## src/rtl/pmc_pkg.sv

```systemverilog
`timescale 1ns/1ps
package pmc_pkg;
  localparam int REG_W   = 32;
  localparam int MAX_CTR = 4;
  localparam int IDX_W   = $clog2(MAX_CTR);

  // control enable bits
  localparam int EN_EXL = 0;
  localparam int EN_KRN = 1;
  localparam int EN_SUP = 2;
  localparam int EN_USR = 3;
  localparam int EN_IRQ = 4;

  // event code field
  localparam int EVT_LSB = 5;
  localparam int EVT_W   = 10;

  localparam int MORE_BIT  = 31;
  localparam int OVF_BIT   = 31;
  localparam int CAUSE_BIT = 26;

  // bits kept by a control write: 29:16 and 14:0
  localparam logic [REG_W-1:0] CTL_KEEP_MASK = 32'h3FFF_7FFF;

  localparam logic [1:0] KSU_KERNEL = 2'b00;
  localparam logic [1:0] KSU_SUPER  = 2'b01;
  localparam logic [1:0] KSU_USER   = 2'b10;

  typedef enum logic {REG_CTL = 1'b0, REG_CNT = 1'b1} reg_kind_e;

  typedef struct packed {
    logic at_exl;
    logic in_kernel;
    logic in_super;
    logic in_user;
  } mode_t;
endpackage

```

## src/rtl/pmc_mode_decode.sv

```systemverilog
`timescale 1ns/1ps
module pmc_mode_decode
  import pmc_pkg::*;
(
  input  logic       clk,
  input  logic       rst_n,
  input  logic [1:0] ksu,
  input  logic       exl,
  input  logic       erl,
  output mode_t      mode
);
  logic elevated;
  assign elevated       = exl | erl;
  assign mode.at_exl    = elevated;
  assign mode.in_kernel = (ksu == KSU_KERNEL) | elevated;
  assign mode.in_super  = (ksu == KSU_SUPER) & ~elevated;
  assign mode.in_user   = (ksu == KSU_USER) & ~elevated;

  AST_MODE_EXCLUSIVE: assert property (@(posedge clk) disable iff (!rst_n)
    $onehot0({mode.in_kernel, mode.in_super, mode.in_user}));
  AST_EXL_IS_KERNEL: assert property (@(posedge clk) disable iff (!rst_n)
    mode.at_exl |-> mode.in_kernel);
endmodule

```

## src/rtl/pmc_counter_slice.sv

```systemverilog
`timescale 1ns/1ps
module pmc_counter_slice
  import pmc_pkg::*;
#(
  parameter int IDX     = 0,
  parameter int NUM_CTR = 4,
  parameter int EVT_NUM = 16
) (
  input  logic               clk,
  input  logic               rst_n,
  input  logic               wr_ctl,
  input  logic               wr_cnt,
  input  logic [REG_W-1:0]   wr_data,
  input  mode_t              mode,
  input  logic [1:0]         evt_shared,
  input  logic [EVT_NUM-3:0] evt_set,
  output logic [REG_W-1:0]   ctl_rd,
  output logic [REG_W-1:0]   cnt_rd,
  output logic               irq_req,
  output logic               ie_o
);
  localparam int   SET_W    = EVT_NUM - 2;
  localparam logic HAS_MORE = (IDX < NUM_CTR - 1);

  logic [REG_W-1:0] ctl_q, cnt_q;
  logic [EVT_W-1:0] code;
  logic             mode_ok, evt_hit, bump;

  assign code = ctl_q[EVT_LSB +: EVT_W];

  always_comb begin
    mode_ok = (ctl_q[EN_EXL] & mode.at_exl)
            | (ctl_q[EN_KRN] & mode.in_kernel)
            | (ctl_q[EN_SUP] & mode.in_super)
            | (ctl_q[EN_USR] & mode.in_user);
  end

  always_comb begin
    evt_hit = 1'b0;
    if (code == EVT_W'(0)) evt_hit = evt_shared[0];
    if (code == EVT_W'(1)) evt_hit = evt_shared[1];
    for (int k = 0; k < SET_W; k++) begin
      if (code == EVT_W'(k + 2)) evt_hit = evt_set[k];
    end
  end

  assign bump = mode_ok & evt_hit;

  always_ff @(posedge clk) begin
    if (!rst_n)      ctl_q <= '0;
    else if (wr_ctl) ctl_q <= wr_data & CTL_KEEP_MASK;
  end

  always_ff @(posedge clk) begin
    if (!rst_n)      cnt_q <= '0;
    else if (wr_cnt) cnt_q <= wr_data;
    else if (bump)   cnt_q <= cnt_q + 1'b1;
  end

  assign ctl_rd  = ctl_q | (REG_W'(HAS_MORE) << MORE_BIT);
  assign cnt_rd  = cnt_q;
  assign irq_req = cnt_q[OVF_BIT] & ctl_q[EN_IRQ];
  assign ie_o    = ctl_q[EN_IRQ];

  AST_WRITE_WINS: assert property (@(posedge clk) disable iff (!rst_n)
    wr_cnt |=> cnt_q == $past(wr_data));
  AST_SINGLE_STEP: assert property (@(posedge clk) disable iff (!rst_n)
    !wr_cnt |=> (cnt_q == $past(cnt_q)) || (cnt_q == $past(cnt_q) + 32'd1));
  AST_FROZEN: assert property (@(posedge clk) disable iff (!rst_n)
    (!wr_cnt && ctl_q[EN_USR:EN_EXL] == 4'b0) |=> $stable(cnt_q));
endmodule

```

## src/rtl/pmc_irq_merge.sv

```systemverilog
`timescale 1ns/1ps
module pmc_irq_merge
  import pmc_pkg::*;
#(
  parameter int N = 4
) (
  input  logic [N-1:0]     req,
  output logic             irq,
  output logic [REG_W-1:0] cause
);
  assign irq   = |req;
  assign cause = REG_W'(irq) << CAUSE_BIT;
endmodule

```

## src/rtl/pmc_bank.sv

```systemverilog
`timescale 1ns/1ps
module pmc_bank
  import pmc_pkg::*;
#(
  parameter int NUM_CTR = 4,
  parameter int EVT_NUM = 16
) (
  input  logic               clk,
  input  logic               rst_n,
  input  logic               wr_en,
  input  logic               wr_kind,
  input  logic [1:0]         wr_idx,
  input  logic [31:0]        wr_data,
  input  logic               rd_kind,
  input  logic [1:0]         rd_idx,
  output logic [31:0]        rd_data,
  input  logic [1:0]         mode_ksu,
  input  logic               mode_exl,
  input  logic               mode_erl,
  input  logic [1:0]         evt_shared,
  input  logic [EVT_NUM-3:0] evt_even,
  input  logic [EVT_NUM-3:0] evt_odd,
  output logic               irq_o,
  output logic [31:0]        cause_o
);
  localparam int SET_W = EVT_NUM - 2;

  mode_t            mode;
  logic [REG_W-1:0] ctl_rd [NUM_CTR];
  logic [REG_W-1:0] cnt_rd [NUM_CTR];
  logic [NUM_CTR-1:0] irq_req, ie_vec;

  pmc_mode_decode u_mode (
    .clk  (clk),
    .rst_n(rst_n),
    .ksu  (mode_ksu),
    .exl  (mode_exl),
    .erl  (mode_erl),
    .mode (mode)
  );

  for (genvar g = 0; g < NUM_CTR; g++) begin : g_ctr
    logic             wr_ctl_hit, wr_cnt_hit;
    logic [SET_W-1:0] set_sel;

    assign wr_ctl_hit = wr_en && (wr_kind == REG_CTL) && (wr_idx == IDX_W'(g));
    assign wr_cnt_hit = wr_en && (wr_kind == REG_CNT) && (wr_idx == IDX_W'(g));

    if (g % 2 == 0) begin : g_even
      assign set_sel = evt_even;
    end else begin : g_odd
      assign set_sel = evt_odd;
    end

    pmc_counter_slice #(
      .IDX    (g),
      .NUM_CTR(NUM_CTR),
      .EVT_NUM(EVT_NUM)
    ) u_slice (
      .clk       (clk),
      .rst_n     (rst_n),
      .wr_ctl    (wr_ctl_hit),
      .wr_cnt    (wr_cnt_hit),
      .wr_data   (wr_data),
      .mode      (mode),
      .evt_shared(evt_shared),
      .evt_set   (set_sel),
      .ctl_rd    (ctl_rd[g]),
      .cnt_rd    (cnt_rd[g]),
      .irq_req   (irq_req[g]),
      .ie_o      (ie_vec[g])
    );
  end

  always_comb begin
    rd_data = '0;
    for (int g = 0; g < NUM_CTR; g++) begin
      if (rd_idx == IDX_W'(g)) rd_data = (rd_kind == REG_CNT) ? cnt_rd[g] : ctl_rd[g];
    end
  end

  pmc_irq_merge #(.N(NUM_CTR)) u_irq (
    .req  (irq_req),
    .irq  (irq_o),
    .cause(cause_o)
  );

  AST_UNIMPL_ZERO: assert property (@(posedge clk) disable iff (!rst_n)
    (int'(rd_idx) >= NUM_CTR) |-> rd_data == 32'd0);
  AST_MASKED_QUIET: assert property (@(posedge clk) disable iff (!rst_n)
    (ie_vec == '0) |-> !irq_o);
endmodule

```

## config.mk

```make
export PLATFORM = sky130hd
export DESIGN_NAME = pmc_bank
export DESIGN_NICKNAME = d
export VERILOG_FILES = /design/src/rtl/pmc_pkg.sv /design/src/rtl/pmc_mode_decode.sv /design/src/rtl/pmc_counter_slice.sv /design/src/rtl/pmc_irq_merge.sv /design/src/rtl/pmc_bank.sv
export SDC_FILE = /design/constraint.sdc
export NUM_CORES = 1
export LEC_CHECK = 0
export ABC_AREA = 1
export CAP_MARGIN = 20
export CORE_UTILIZATION = 58
export DETAILED_ROUTE_END_ITERATION = 16
export PLACE_DENSITY = 0.88
export SKIP_LAST_GASP = 1
export SYNTH_ARGS = -nofsm -noshare
export SYNTH_HDL_FRONTEND = slang
export SYNTH_SLANG_ARGS = --single-unit
```

## constraint.sdc

```tcl
create_clock -name clk -period 3.3 [get_ports clk]
set_input_delay 0.66 -clock clk [delete_from_list [all_inputs] [get_ports clk]]
set_output_delay 0.66 -clock clk [all_outputs]
set_load 0.02 [all_outputs]
```

==> run_results.csv, run 1 <==
group,metric,value,unit
power_and_ir_drop,power_density,398.9,mW/mm2
clock_network,clkTransAtPathRegs,0.06,ns
placement,port_buffers,108,
setup_path,timing.rr.end,"g_ctr[0].u_slice.cnt_rd[24]",
synthesis,synth_top_area_share,30.80,%
placement,placed_area,0.01720,mm2
setup_path,critPathKind,"primary input to output port",
setup_path,path_max_fanout,17,
synthesis,ys_warn_count,0,
finish,nFillCells,2412,
setup_path,end_kind,"output port",
flow_run,drv_cap,0,
power_and_ir_drop,switching_share,27.82,%
finish,fin_area,0.01804,mm2
synthesis,syn_area_per_cell,6.467,um2
floorplan,die_area,0.02801,mm2
setup_path,crit_top_cell,"buf_4",
floorplan,die_w,167.4,um
finish,seq_area,0.004885,mm2
detailed_routing,route.detailed.drc,1,
synthesis,synth_top_cell_by_area,"dfxtp_1",
setup_path,critical_path_required,2.64,ns
clock_network,cts_root_buf,"clkbuf_16",
sta,max_freq,306.9,MHz
setup_path,cp_data_arrival_time,2.60,ns
sta,hold_slack,0.4807,ns
grt,grt-ovfl-total,0,
floorplan,dieHeight,167.4,um
floorplan,core,0.02688,mm2
sta,finClkSkew,0.01124,ns
setup_path,crit_slowest_cell,"clkdlybuf4s50_1",
sta,finalSetupViolCount,0,
synthesis,synthArstFlopShare,0,%
clock_network,cts_setup_buffers,0,
sta,tightest_slew,0.7371,ns
detailed_routing,ant_nets,0,
sta,layout_min_cycle_time,3.258,ns
clock_network,clockBufferDepth,3,
grt,grt_pass1_vias,16162,
finish,final_core_util,67.11,%
clock_network,cts-htree-levels,1,
setup_path,path_buf_inv,6,
grt,grt_pass1_wl,92450,um
floorplan,start_util,59.00,%
finish,n_antenna_cell,0,
setup_path,crit_family,"buffers and inverters",
detailed_routing,vias,17959,
setup_path,crit_chain,"clkdlybuf4s50_1 -> nor2_1 -> clkinv_1 -> buf_4 -> buf_12 -> a21oi_1 -> o21ai_0 -> o2111ai_1 -> buf_4 -> dlygate4sd2_1",
setup_path,ff2ff_path_depth,11,
synthesis,ys_seq_elements,244,
status,status,"finished, violations left",
synthesis,synth-edff-count,0,
clock_network,cts_tree,"yes",
placement,detailed_place_hpwl,45340,um
detailed_routing,drtIter0Drc,2201,
sta,slew_headroom,50.79,%
grt,grt_antenna_before_repair,0,
synthesis,seq_area_frac_synth,30.80,%
synthesis,synth_cell_types,53,
sta,finalHoldViolCount,0,
worst_hold_path,hold_end,"g_ctr[1].u_slice.ctl_q[0]",
power_and_ir_drop,power.internal,5.193,mW
synthesis,synthTopCellsByArea,"dfxtp_1, nand2_1, o21ai_0",
power_and_ir_drop,leakagePower,6.667,nW
synthesis,synth_flop_cell,"dfxtp_1",
status,violations,"design-rule violations",
detailed_routing,firstDrtPassIters,11,
setup_path,r2r-start,"g_ctr[0].u_slice.cnt_rd[1]",
worst_hold_path,holdPathStages,2,
power_and_ir_drop,p_seq_share,42.8,%
finish,drive_above_1_share,7.313,%
detailed_routing,via_per_inst,6.286,
power_and_ir_drop,power_frac_clock,43.6,%
setup_path,reg2reg_slack,0.78,ns
detailed_routing,wl_per_cell,21.34,um
worst_hold_path,min_from,"g_ctr[1].u_slice.ctl_q[0]",
power_and_ir_drop,combPwrFrac,13.6,%
setup_path,slowest_delay,0.50,ns
power_and_ir_drop,vdd_drop_max,0.3849,mV
clock_network,insertion_delay,0.55,ns
sta,rsz0062_at_grt,"yes",
worst_hold_path,hold_class,"flop to flop",
floorplan,rows,60,
finish,area_growth,13.74,%
floorplan,ios,140,
detailed_routing,wirelength,60960,um
sta,finalMaxSlewViolations,0,
placement,gp_congestion,1.025,
setup_path,critPathLaunchType,"primary input",
finish,fin_nets,2580,
finish,multiInputGateArea,0.009449,mm2
synthesis,syn_inst,2452,
clock_network,cts_buffers,27,
sta,finalCritPeriodShare,98.73,%
synthesis,syn-cell-area,0.01586,mm2
grt,grt.total_usage,42.46,%
grt,grt_max_degree,120,
power_and_ir_drop,switchingPower,2.002,mW
clock_network,cts.sinks,244,
layout make-up:
class,instances,area share (%)
Tap cell,341,2.366
Timing Repair Buffer,169,9.109
Multi-Input combinational cell,1860,52.39
Clock buffer,35,4.079
Inverter,199,4.155
Clock inverter,9,0.8186
Sequential cell,244,27.08
through the flow:
step / total power, mW / setup slack, ns / instances / setup TNS [ns]
floorplan: 3.684 / 0.6000 / 2482 / 0
global placement: 4.099 / -0.2046 / 2813 / -3.805
detailed placement: 4.112 / -0.2243 / 2813 / -4.111
CTS: 7.160 / 0.03799 / 2857 / 0
global route: 7.379 / -0.03852 / 2857 / -0.07551
finish: 7.195 / 0.04190 / 2857 / 0
registers in the layout, summed over array words and instances (netlist names):
signal / flops
g_ctr.u_slice.ctl_rd: 29
g_ctr.u_slice.cnt_rd: 128
g_ctr.u_slice.ctl_q: 87
how the worst max path moves through the flow:
stage	startpoint	endpoint	slack, ns	depth (start not counted)
after floorplan	rd_kind	rd_data[19]	0.60	5
after global placement	rd_idx[0]	rd_data[13]	-0.20	10
after detailed placement	rd_idx[0]	rd_data[14]	-0.22	8
after CTS	rd_idx[0]	rd_data[14]	0.04	10
after global routing	rd_idx[0]	rd_data[16]	-0.04	8
final	rd_idx[1]	rd_data[16]	0.04	10
routing by layer:
layer	vias up	track usage, %	part of all wire [%]
met1	8177	53.69	38
met5	-	0	0
li1	8343	-	-
met3	244	7.138	10
met2	1195	66.88	44
met4	0	27.92	7.5
power by group through the flow:
stage | combinational, mW | sequential, mW | clock, mW
5_1_grt | 1.04 | 3.09 | 3.25
3_5_place_dp | 0.970 | 3.14 | 0
3_3_place_gp | 0.958 | 3.14 | 0
4_1_cts | 0.950 | 3.08 | 3.13
2_1_floorplan | 0.569 | 3.12 | 0
6_report | 0.978 | 3.08 | 3.14
layout by cell type, fill, tap and decap left out, types with 7 or more instances in the layout:
master           instances
xnor2_1                 24
conb_1                  31
nand2_4                  7
o21ai_1                 11
buf_12                  13
a21oi_1                265
nand3_2                  7
buf_4                   48
clkbuf_16               27
nor2_2                  10
nand2_2                 14
nand4_1                 52
clkdlybuf4s50_1         74
a31oi_1                 23
o2111ai_1               27
nand3_1                198
o21ai_0                332
nand2_1                459
nor2_4                   9
nor2_1                 191
o211ai_1                26
xor2_1                  75
inv_1                  185
inv_2                   11
nor3_1                  50
dfxtp_1                244
dlygate4sd2_1           20
worst reg2reg max path, stage by stage (launching register included):
cell	delay [ns]
dfxtp_1	0.43
ha_1	0.33
nand2_1	0.13
nor2_2	0.20
inv_1	0.11
nor3_1	0.44
nand4_1	0.28
xor2_1	0.21
nand2_1	0.06
o21ai_0	0.08
nand2_1	0.08
a21oi_1	0.06
cell usage after synthesis (9+ instances only):
| cell | count |
|---|---|
| a31oi_1 | 23 |
| nand2_2 | 11 |
| nor2_1 | 192 |
| nor3_1 | 51 |
| xor2_1 | 75 |
| buf_2 | 15 |
| dfxtp_1 | 244 |
| buf_4 | 43 |
| inv_2 | 10 |
| xnor2_1 | 24 |
| o21ai_1 | 11 |
| o2111ai_1 | 27 |
| nand2_1 | 462 |
| nor2_4 | 9 |
| nor2_2 | 9 |
| nand3_1 | 198 |
| nand4_1 | 52 |
| o211ai_1 | 26 |
| inv_1 | 186 |
| clkbuf_1 | 109 |
| o21ai_0 | 332 |
| a21oi_1 | 265 |
logic make-up (layout without fill, tap and decap cells):
group / Yosys count / after routing / share of synthesized area (%)
XOR/XNOR: 99 / 99 / 5.468
other: 1 / 31 / 0.02365
buffers and inverters: 378 / 412 / 10.46
AO/OA/AOI/OAI: 706 / 706 / 23.98
adder cells (fa/ha/maj): 4 / 4 / 0.3156
AND/OR/NAND/NOR: 1020 / 1020 / 28.95
flip-flops: 244 / 244 / 30.80
what timing repair did:
item | CTS | global route
setup endpoints to repair | 32 | 15
resized for setup | 34 | 21
gates cloned | 0 | 0
hold buffers | 0 | 0
No activity file was read; power rests on OpenSTA's default activity.
==> run 2, diff against run 1 <==
CORE_ASPECT_RATIO = 0.8   (was not set)
PLACE_DENSITY = 0.85   (was 0.88)
==> run 2 against run 1 <==
Net effect: the flow finishes with violations (negative setup slack); clock skew rose by 0.0086 ns; power rose by 2.1%; wire length rose by 0.40%; hold slack got worse by 0.0052 ns; die area barely moved; sequential share of layout area fell by 0.13 points; utilization rose by 1.0 points; critical endpoint is now rd_data[10]; highest routed layer is now met5.
==> run_results.csv, run 2 (same netlist as run 1, synthesis figures left out) <==
group,metric,value,unit
status,status,"finished, violations left",
status,violations,"negative setup slack",
power_and_ir_drop,p_total,7.344,mW
placement,gp_congestion,0.9930,
finish,final_cell_mix,"nand2_1, o21ai_0, a21oi_1",
worst_hold_path,hold_class,"flop to flop",
placement,port_buffers,108,
clock_network,cts_root_buf,"clkbuf_16",
flow_run,drv_cap,0,
detailed_routing,wirelength,61200,um
finish,fin_nets,2578,
detailed_routing,firstDrtPassIters,7,
sta,layout_min_cycle_time,3.300,ns
floorplan,core,0.02659,mm2
placement,pre_cts_ws,-0.2549,ns
setup_path,ff2ff_path_depth,11,
detailed_routing,drtIter0Drc,2716,
detailed_routing,route.detailed.drc,0,
setup_path,crit_slowest_cell,"clkdlybuf4s50_1",
sta,slew_headroom,29.69,%
power_and_ir_drop,switchingPower,2.056,mW
clock_network,cts_buffers,27,
setup_path,cp.depth,7,
grt,grt_pass1_vias,15644,
power_and_ir_drop,power_density,405.3,mW/mm2
clock_network,insertion_delay,0.56,ns
floorplan,dieHeight,149.9,um
detailed_routing,wl_per_cell,21.26,um
setup_path,critPathKind,"primary input to output port",
sta,finalCritPeriodShare,100.0,%
worst_hold_path,holdPathStages,2,
grt,grt-ovfl-total,0,
finish,final_common_cell,"nand2_1",
power_and_ir_drop,combPwrFrac,13.2,%
setup_path,path_buf_inv,4,
clock_network,cts_tree,"yes",
grt,grt.total_usage,42.34,%
sta,finalSetupViolCount,1,
finish,area_growth,14.27,%
floorplan,ios,140,
setup_path,end_kind,"output port",
setup_path,cp_data_arrival_time,2.64,ns
finish,drive_above_1_share,7.424,%
setup_path,path_max_fanout,10,
clock_network,cts-htree-levels,1,
sta,finalMaxSlewViolations,0,
floorplan,rows,53,
clock_network,clkTransAtPathRegs,0.06,ns
power_and_ir_drop,power.internal,5.289,mW
setup_path,critical_path_required,2.64,ns
sta,tightest_slew,1.055,ns
setup_path,slowest_delay,0.55,ns
setup_path,critPathLaunchType,"primary input",
sta,rsz0062_at_grt,"yes",
power_and_ir_drop,power_frac_clock,44.9,%
setup_path,reg2reg_slack,0.55,ns
power_and_ir_drop,switching_share,27.99,%
finish,largest_register_ffs,128,
floorplan,die_w,186.9,um
grt,grt_max_degree,120,
grt,grt_pass1_wl,92230,um
sta,finClkSkew,0.01985,ns
clock_network,cts_setup_buffers,0,
detailed_routing,vias,18155,
detailed_routing,ant_nets,0,
power_and_ir_drop,p_seq_share,41.9,%
setup_path,crit_family,"buffers and inverters",
power_and_ir_drop,leakagePower,6.756,nW
grt,grt_antenna_before_repair,3,
sta,setup_slack,-0.0004334,ns
floorplan,start_util,59.63,%
placement,detailed_place_hpwl,45010,um
setup_path,crit_chain,"clkdlybuf4s50_1 -> inv_1 -> nor2_2 -> buf_2 -> o21ai_0 -> o2111ai_1 -> dlygate4sd2_1",
detailed_routing,via_per_inst,6.308,
floorplan,die_area,0.02801,mm2
sta,max_freq,303.0,MHz
clock_network,clockBufferDepth,3,
sta,finalHoldViolCount,0,
power_and_ir_drop,vdd_drop_max,0.4324,mV
clock_network,cts.sinks,244,
==> run 2: cell count changes in the layout (fill, tap and decap cells not counted), sizes merged, moves of 2 or more <==
cell	previous run	this run
buf	63	61
clkbuf	41	37
clkdlybuf4s15	6	2
clkinv	6	9
diode	0	2
dlygate4sd2	20	22
dlymetal6s2s	0	5
==> run 2: what timing repair did <==
item                       CTS  global route
gates cloned                 0             1
pin swaps                    0             0
setup endpoints to repair   32            12
resized for setup           28            19
hold buffers                 0             0
==> run 2: per-layer routing <==
layer | wire, um | vias to the layer above | GRT usage (%)
li1 | - | 8346 | -
met5 | 23 | - | 0
met3 | 7385 | 220 | 8.466
met1 | 25130 | 8270 | 58.14
met2 | 25660 | 1315 | 64.55
met4 | 3002 | 4 | 18.24
==> run 2: cell type report <==
| cell class | count | area, um2 |
|---|---|---|
| antenna | 2 | 5.005 |
| tap | 357 | 446.7 |
| timing repair buffer | 167 | 1638 |
| inverter | 199 | 749.5 |
| sequential | 244 | 4885 |
| fill | 2408 | 8472 |
| multi-input combinational | 1860 | 9455 |
| clock inverter | 15 | 209.0 |
| clock buffer | 34 | 732.0 |
==> run 2: stage by stage <==
step                      util (%)  setup TNS (ns)  hold WS [ns]  cells  cell area [um2]
final                        68.14      -0.0004334        0.4756   2878            18120
after global routing         68.12        -0.04096        0.5060   2876            18110
after CTS                    68.04         -0.7024        0.4734   2875            18090
after detailed placement     64.61          -5.186        0.4637   2826            17180
after global placement       64.61          -4.009        0.4601   2826            17180
after floorplan                  -               0        0.4440   2482            15970
==> run 2: worst paths after layout <==
| path | endpoint | from |
|---|---|---|
| hold / removal | g_ctr[2].u_slice.ctl_q[11] | g_ctr[2].u_slice.ctl_q[11] |
| hold reg to reg | g_ctr[2].u_slice.ctl_q[11] | g_ctr[2].u_slice.ctl_q[11] |
| setup / recovery | rd_data[10] | rd_idx[0] |
| setup reg to reg | g_ctr[0].u_slice.cnt_rd[24] | g_ctr[0].u_slice.cnt_rd[1] |
==> run 2: worst register-to-register path: cells and delay by family, from the launching register on <==
kind                     cells  cell delay, ns
AND/OR/NAND/NOR              6            1.28
AO/OA/AOI/OAI                2            0.15
adder cells (fa/ha/maj)      1            0.38
XOR/XNOR                     1            0.22
buffers and inverters        1            0.10
flip-flops                   1            0.46
==> run 2: power groups by stage <==
stage	clock network, mW	registers, mW	logic [mW]
2_1_floorplan	0	3.12	0.569
3_3_place_gp	0	3.14	0.942
3_5_place_dp	0	3.14	0.954
4_1_cts	3.27	3.08	0.940
5_1_grt	3.39	3.08	1.03
6_report	3.29	3.08	0.971
